### src/rtl/vco_band_cal.sv
module vco_band_cal #(
  parameter int CODE_W   = 5,
  parameter int WIN_W    = 8,
  parameter int SET_W    = 8,
  parameter int CNT_W    = 16,
  parameter int FB_RATIO = 1
) (
  input  logic              clk,
  input  logic              rst_n,
  input  logic              start,
  input  logic              ref_tick,
  input  logic              vco_tick,
  input  logic [WIN_W-1:0]  win_len,
  input  logic [SET_W-1:0]  settle_len,
  output logic [CODE_W-1:0] coarse_code,
  output logic              filt_hold,
  output logic              cal_busy,
  output logic              cal_done
);

  localparam int TW = (WIN_W > SET_W) ? WIN_W : SET_W;
  localparam logic [CODE_W-1:0] LAST_CODE = '1;
  localparam logic [CNT_W-1:0]  CNT_MAX   = '1;

  typedef enum logic [1:0] {ST_SETTLE, ST_COUNT, ST_EVAL, ST_DONE} st_t;

  st_t               state;
  logic [TW-1:0]     tcnt;
  logic [CNT_W-1:0]  vcnt;
  logic [CNT_W-1:0]  best_err;
  logic [CODE_W-1:0] best_code;

  logic [TW-1:0]     win_eff, set_eff, tcnt_nx;
  logic [CNT_W-1:0]  target, err;
  logic              better;

  assign win_eff = (win_len == '0)    ? TW'(1) : TW'(win_len);
  assign set_eff = (settle_len == '0) ? TW'(1) : TW'(settle_len);
  assign tcnt_nx = tcnt + 1'b1;
  assign target  = CNT_W'(win_eff) * CNT_W'(FB_RATIO);
  assign err     = (vcnt >= target) ? (vcnt - target) : (target - vcnt);
  assign better  = (coarse_code == '0) || (err < best_err);

  assign cal_busy  = (state != ST_DONE);
  assign filt_hold = cal_busy;
  assign cal_done  = (state == ST_DONE);

  always_ff @(posedge clk) begin
    if (!rst_n || start) begin
      state       <= ST_SETTLE;
      coarse_code <= '0;
      tcnt        <= '0;
      vcnt        <= '0;
      best_err    <= '1;
      best_code   <= '0;
    end else begin
      unique case (state)
        ST_SETTLE: begin
          if (ref_tick) begin
            if (tcnt_nx == set_eff) begin
              state <= ST_COUNT;
              tcnt  <= '0;
              vcnt  <= '0;
            end else begin
              tcnt <= tcnt_nx;
            end
          end
        end
        ST_COUNT: begin
          if (vco_tick && vcnt != CNT_MAX) vcnt <= vcnt + 1'b1;
          if (ref_tick) begin
            if (tcnt_nx == win_eff) state <= ST_EVAL;
            else                    tcnt  <= tcnt_nx;
          end
        end
        ST_EVAL: begin
          if (better) begin
            best_err  <= err;
            best_code <= coarse_code;
          end
          if (coarse_code == LAST_CODE) begin
            state <= ST_DONE;
            if (!better) coarse_code <= best_code;
          end else begin
            coarse_code <= coarse_code + 1'b1;
            state       <= ST_SETTLE;
            tcnt        <= '0;
          end
        end
        default: ;
      endcase
    end
  end

endmodule

### config.mk
export PLATFORM = sky130hd
export DESIGN_NAME = vco_band_cal
export DESIGN_NICKNAME = d
export VERILOG_FILES = /design/src/rtl/vco_band_cal.sv
export SDC_FILE = /design/constraint.sdc
export NUM_CORES = 1
export LEC_CHECK = 0
export BUFFER_PORTS_ARGS = -buffer_cell sky130_fd_sc_hd__buf_2
export CAP_MARGIN = 20
export CORE_AREA = 5 5 113 115
export CTS_BUF_LIST = sky130_fd_sc_hd__clkbuf_8
export CTS_CLUSTER_DIAMETER = 60
export DETAILED_ROUTE_END_ITERATION = 10
export DIE_AREA = 0 0 118 120
export PLACE_DENSITY_LB_ADDON = 0.1
export SYNTH_ARGS = -nofsm -noshare
export SYNTH_HDL_FRONTEND = slang
export SYNTH_SLANG_ARGS = --single-unit
### constraint.sdc
create_clock -name clk -period 7.2 [get_ports clk]
set_clock_uncertainty 0.05 [all_clocks]
set_input_delay 0.36 -clock clk [delete_from_list [all_inputs] [get_ports clk]]
set_output_delay 0.36 -clock clk [all_outputs]
set_load 0.03 [all_outputs]
After elaboration in Yosys (flattened, before gate mapping) --
Cells that the tools add are included.
Word-level totals: register bits 52, logic and storage cells 63
Operators by class: $add $sub $neg 5, order comparisons 2, eq/ne operators 15, multiplexer cells 21, reductions and logical operators 14
Operator list (count):
- $mux W16 | 4
- $mux W8 | 7
- $pmux W16 S2 | 1
- $pmux W8 S3 | 1
- $add A16 B1 Y16 const B | 1
- $eq A8 B8 Y1 | 2
- $ge A16 B8 Y1 | 1
- $logic_not A8 Y1 | 2
- $lt A16 B16 Y1 | 1
- $ne A16 B16 Y1 const B | 1
- $ne A2 B2 Y1 const B | 8
- $sub A16 B8 Y16 | 1
- $sub A8 B16 Y16 | 1
- $mux W2 | 5
- $mux W5 | 2
- $reduce_and A5 Y1 | 2
- $add A8 B1 Y8 const B | 1
- $pmux W2 S3 | 1
- $add A5 B1 Y5 const B | 1
- $eq A5 B5 Y1 const B | 1
- $logic_not A5 Y1 | 1
- $eq A2 B2 Y1 const B | 2
- $reduce_and A4 Y1 | 1
- $reduce_bool A3 Y1 | 1
- 7 further kinds | 8

Longest topological paths before layout --
word-level depth 8, depth in mapped cells 22, gate-level depth less buffers 21

Worst setup path after synthesis --
No wires, ideal clock.
path type in2reg, start input win_len[2], end register best_code[0], library setup time 128 ps, data arrival time 4598 ps, data required time 7022 ps, slack 2425 ps, stages on the path 22, path buffers 1, path through nor4_1 -> a41oi_1 -> inv_1 -> ha_1 -> inv_1 -> fa_1 -> a21o_1 -> a21oi_1 -> o31ai_2 -> o221a_1 -> a211o_1 -> nor2_1 -> xor2_1 -> ha_1 -> a21o_1 -> a21o_1 -> a21oi_1 -> and3_1 -> a21o_1 -> clkbuf_1 -> mux2i_1 -> nor2_1
Between the ends: word-level cells in the longest chain between the ends 7, elaborated cells between the ends (all ways) 9, those cells by class add/sub: 2; order compare: 2; mux: 3; reduce/logical: 2
Ends and longest elaborated chain:
- start, declared | RTL line 13 | input logic [WIN_W-1:0] win_len,
- $logic_not A8 Y1 | RTL line 37 | assign win_eff = (win_len == '0) ? TW'(1) : TW'(win_len);
- $mux W8 (*) | RTL line 37
- $sub A8 B16 Y16, or another cell as far along | RTL line 41 | assign err = (vcnt >= target) ? (vcnt - target) : (target - vcnt);
- $mux W16 (*) | RTL line 41
- named net err[13] | RTL line 34 | logic [CNT_W-1:0] target, err;
- $lt A16 B16 Y1 (*) | RTL line 42 | assign better = (coarse_code == '0) || (err < best_err);
- $logic_or A1 B1 Y1 (*) | RTL line 42
- $mux W5 (*)
- end signal, assigned | RTL line 79 | best_code <= coarse_code;
- end, declared | RTL line 31 | logic [CODE_W-1:0] best_code;
The timed path passes the listed nets; every way through them passes the cells marked *. A chain may end at the register's enable or synchronous reset.

Worst setup path after layout --
start input win_len[2], end register best_err[9]
Between the ends: word-level cells in the longest chain between the ends 7, elaborated cells between the ends (all ways) 9, those cells by class add/sub: 2; order compare: 2; mux: 2; reduce/logical: 3
Ends and longest elaborated chain:
- $logic_not A8 Y1 | RTL line 37
- $mux W8 (*) | RTL line 37
- $sub A8 B16 Y16, or another cell as far along | RTL line 41
- $mux W16 (*) | RTL line 41
- named net err[13] | RTL line 34
- $lt A16 B16 Y1 (*) | RTL line 42
- $logic_or A1 B1 Y1 (*) | RTL line 42
- $reduce_and A2 Y1 (no source line) (*)
- end signal, assigned | RTL line 78 | best_err <= err;
- end, declared | RTL line 30 | logic [CNT_W-1:0] best_err;
Marked as above.

==> reports/qor.yml <==
run_status:
  status: "finished, final reports clean"
layout:
  fillers: 1241
  layout_common_cells: "dfxtp_1 (52), inv_1 (49), ha_1 (40)"
  final_common_cell: "dfxtp_1"
  antenna_cells: 0
  finalNetCount: 637
  multi_input_comb_area_um2: 3140
  drive_gt1_share_pct: 11.0
  seq_area_um2: 1040
  design_area_um2: 4820
  area_growth_pct: 5.47
  final_util_pct: 41.2
  instances_no_fill: 722
global_route:
  grt_start_max_net_pins: 41
  grt_overflow_total: 0
  grt_pass1_wl_mm: 19.9
  antenna_found_initial: 0
  track_usage_pct: 16.8
  grt_pass1_vias: 3864
synth:
  synth-simple-area-share_pct: 21.6
  syn-num-nets: 632
  synth-xor-area-share_pct: 6.76
  yosysSeqAreaShare_pct: 22.8
  synthTopCellsByArea: "dfxtp_1 (23%), ha_1 (11%), inv_1 (4.0%)"
  synth_edf_count: 0
  synth_top_cell_area_share_pct: 22.8
  ys_ff_latch: 52
  synth_adder_area_share_pct: 11.8
  muxShareOfSynthArea_pct: 3.77
  syn-cell-area_um2: 4570
  async_flop_share_pct: 0
  synth_area_per_cell_um2: 8.04
  synth_flop_cell: "dfxtp_1"
  yosysTopAreaCell: "dfxtp_1"
  ys_types: 76
  synth_top_family_by_area: "compound AO/OA/AOI/OAI gates"
  syn-instance-count: 569
  yosysWarnings: 0
  synth_compound_gate_area_share_pct: 24.6
power_and_ir_drop:
  leakage_nw: 2.11
  internal_power_uw: 400
  power_frac_seq_pct: 51.4
  worst_ir_drop_vdd_uv: 84.3
  p_sw_uw: 160
  powerDensity_nw_per_um2: 116
  comb_power_share_pct: 15.1
  p_sw_share_pct: 28.6
  clkPwrFrac_pct: 33.4
  fin_total_pwr_uw: 560
routing:
  drtAntennaViolNets: 0
  drt-initial-drc-count: 260
  routed_wl_mm: 12.3
  wire_per_inst_um: 17.0
  drt_first_pass_iters: 5
  drc_errors: 0
  avgViaCountPerCell: 5.75
  dr_total_vias: 4154
critical_path:
  worstPathCellList: "buf_2 -> nor4_1 -> a41oi_1 -> inv_1 -> ha_1 -> inv_1 -> fa_1 -> a21o_1 -> a21oi_1 -> o31ai_2 -> o221a_1 -> a211o_1 -> nor2_1 -> xor2_1 -> ha_1 -> a21o_1 -> a21o_1 -> a21oi_1 -> and3_1 -> a21o_1 -> nand2_1 -> a2bb2oi_1"
  cpPeakStageDelay_ps: 640
  end_kind: "register"
  cpMaxStageDelayCell: "a21o_1"
  rr_worst_depth: 15
  r2r_setup_slack_ps: 1980
  cp-endpoint: "best_err[9]"
  critical_path_required_ps: 7360
  crit_top_cell: "a21o_1"
  timing_worst_setup_path_type: "input port to register"
  arrival_ps: 5500
  r2r_end: "best_err[9]"
  crit_path_start: "win_len[2]"
  startpoint_type: "input port"
  critPathMaxFanout: 22
  worstReg2RegStart: "vcnt[8]"
timing:
  hold_viol: 0
  finalCritPeriodShare_pct: 74.3
  setup_tns_ps: 0
  hold_ws_ps: 416
  setup_viol: 0
  max_freq_ghz: 0.187
  worst_slew_pin_slew_ps: 1020
  rsz0062_at_grt: "false"
  fin_ws_ps: 1850
  fin_crit_ps: 5350
  slew_violations: 0
  slew_headroom_pct: 30.4
floorplanning:
  initial_core_util_pct: 39.1
  die_h_um: 120
  coreArea_um2: 11700
  die_w_um: 118
  die_area_um2: 14200
  std_cell_rows: 40
  ios: 29
place:
  pre_cts_slack_ps: 1560
  post-place-cells: 714
  gp_congestion: 0.831
  numPortBuffers: 28
  placed_cell_area_um2: 4730
  dp_hpwl_mm: 9.18
clock_tree:
  cts_sinks: 52
  clk_latency_ps: 320
  postCtsSetupBuffers: 0
  holdBufCountCts: 0
  clkTransAtPathRegs_ps: 110
  root_buffer: "clkbuf_8"
  cts_buffers: 5
  cts_resized: 0
  cts_buffer_depth: 2
  h-tree-depth: 2
  cts_tree: "done"
flow_run:
  cap_violations: 0
min_path:
  hold_depth: 4
  min-delay-path-class: "input port to register"
[power groups by stage]
stage	clock network (mW)	registers (mW)	logic, mW
floorplan	0	0.295	0.0597
global placement	0	0.295	0.0847
detailed placement	0	0.295	0.0849
CTS	0.195	0.288	0.0856
global route	0.208	0.288	0.0936
finish	0.187	0.288	0.0848
[worst min-delay path by stage]
stage              from       to  slack, ps
2_1_floorplan   tcnt[1]  tcnt[1]        400
3_3_place_gp    tcnt[1]  tcnt[1]        410
3_5_place_dp    tcnt[1]  tcnt[1]        420
4_1_cts        vco_tick  vcnt[1]        410
5_1_grt        vco_tick  vcnt[1]        410
6_report       vco_tick  vcnt[1]        420
[registers in the layout, indices dropped and copies added (netlist names)]
name,count
coarse_code,5
best_code,5
tcnt,8
best_err,16
vcnt,16
state,2
[metal layers]
metal | part of all wire, % | global-route usage, % | routed length (um) | vias to the layer above
met5 | 0 | 0 | 0 | -
met4 | 2.5 | 5.23 | 301 | 0
met3 | 2.5 | 1.79 | 309 | 12
met2 | 47 | 28.1 | 5810 | 80
met1 | 48 | 22.8 | 5860 | 1977
li1 | - | - | - | 2085
[layout make-up]
class                      instances  share of cell area, %
inverter                          49                   3.81
clock buffer                       6                   1.71
multi-input combinational        433                   65.1
sequential                        52                   21.6
timing repair buffer              33                   3.68
clock inverter                     2                  0.285
tap                              147                   3.81
[logic make-up after synthesis]
kind of cell               count (synthesis)
adders and majority gates                 42
AOI/OAI and AO/OA                        161
muxes                                     17
DFF                                       52
and+or+nand+nor                          184
xor gates and xnor gates                  29
buffers and inverters                     84
[critical path, delay by kind of cell]
| kind | cells | cell delay, ps |
|---|---|---|
| xor gates and xnor gates | 1 | 190 |
| adders and majority gates | 3 | 810 |
| AOI/OAI and AO/OA | 11 | 2940 |
| buffers and inverters | 3 | 290 |
| and+or+nand+nor | 4 | 910 |
[cell usage after synthesis, drive strengths merged, types with 7 or more instances]
cell type   n
xor2        7
nand2b      9
a211oi      9
o21ai      21
mux2i      15
or3        12
nor4        7
nand3      23
ha         40
clkbuf     24
a31oi       7
o22ai       7
nor2       33
a21oi      34
a211o       8
nand4       9
a21o       13
nand2      38
nor3       13
dfxtp      52
o31ai       8
or4         8
inv        49
xnor2      18
o21a        9
buf         9
No activity file was read; power rests on OpenSTA's default activity.
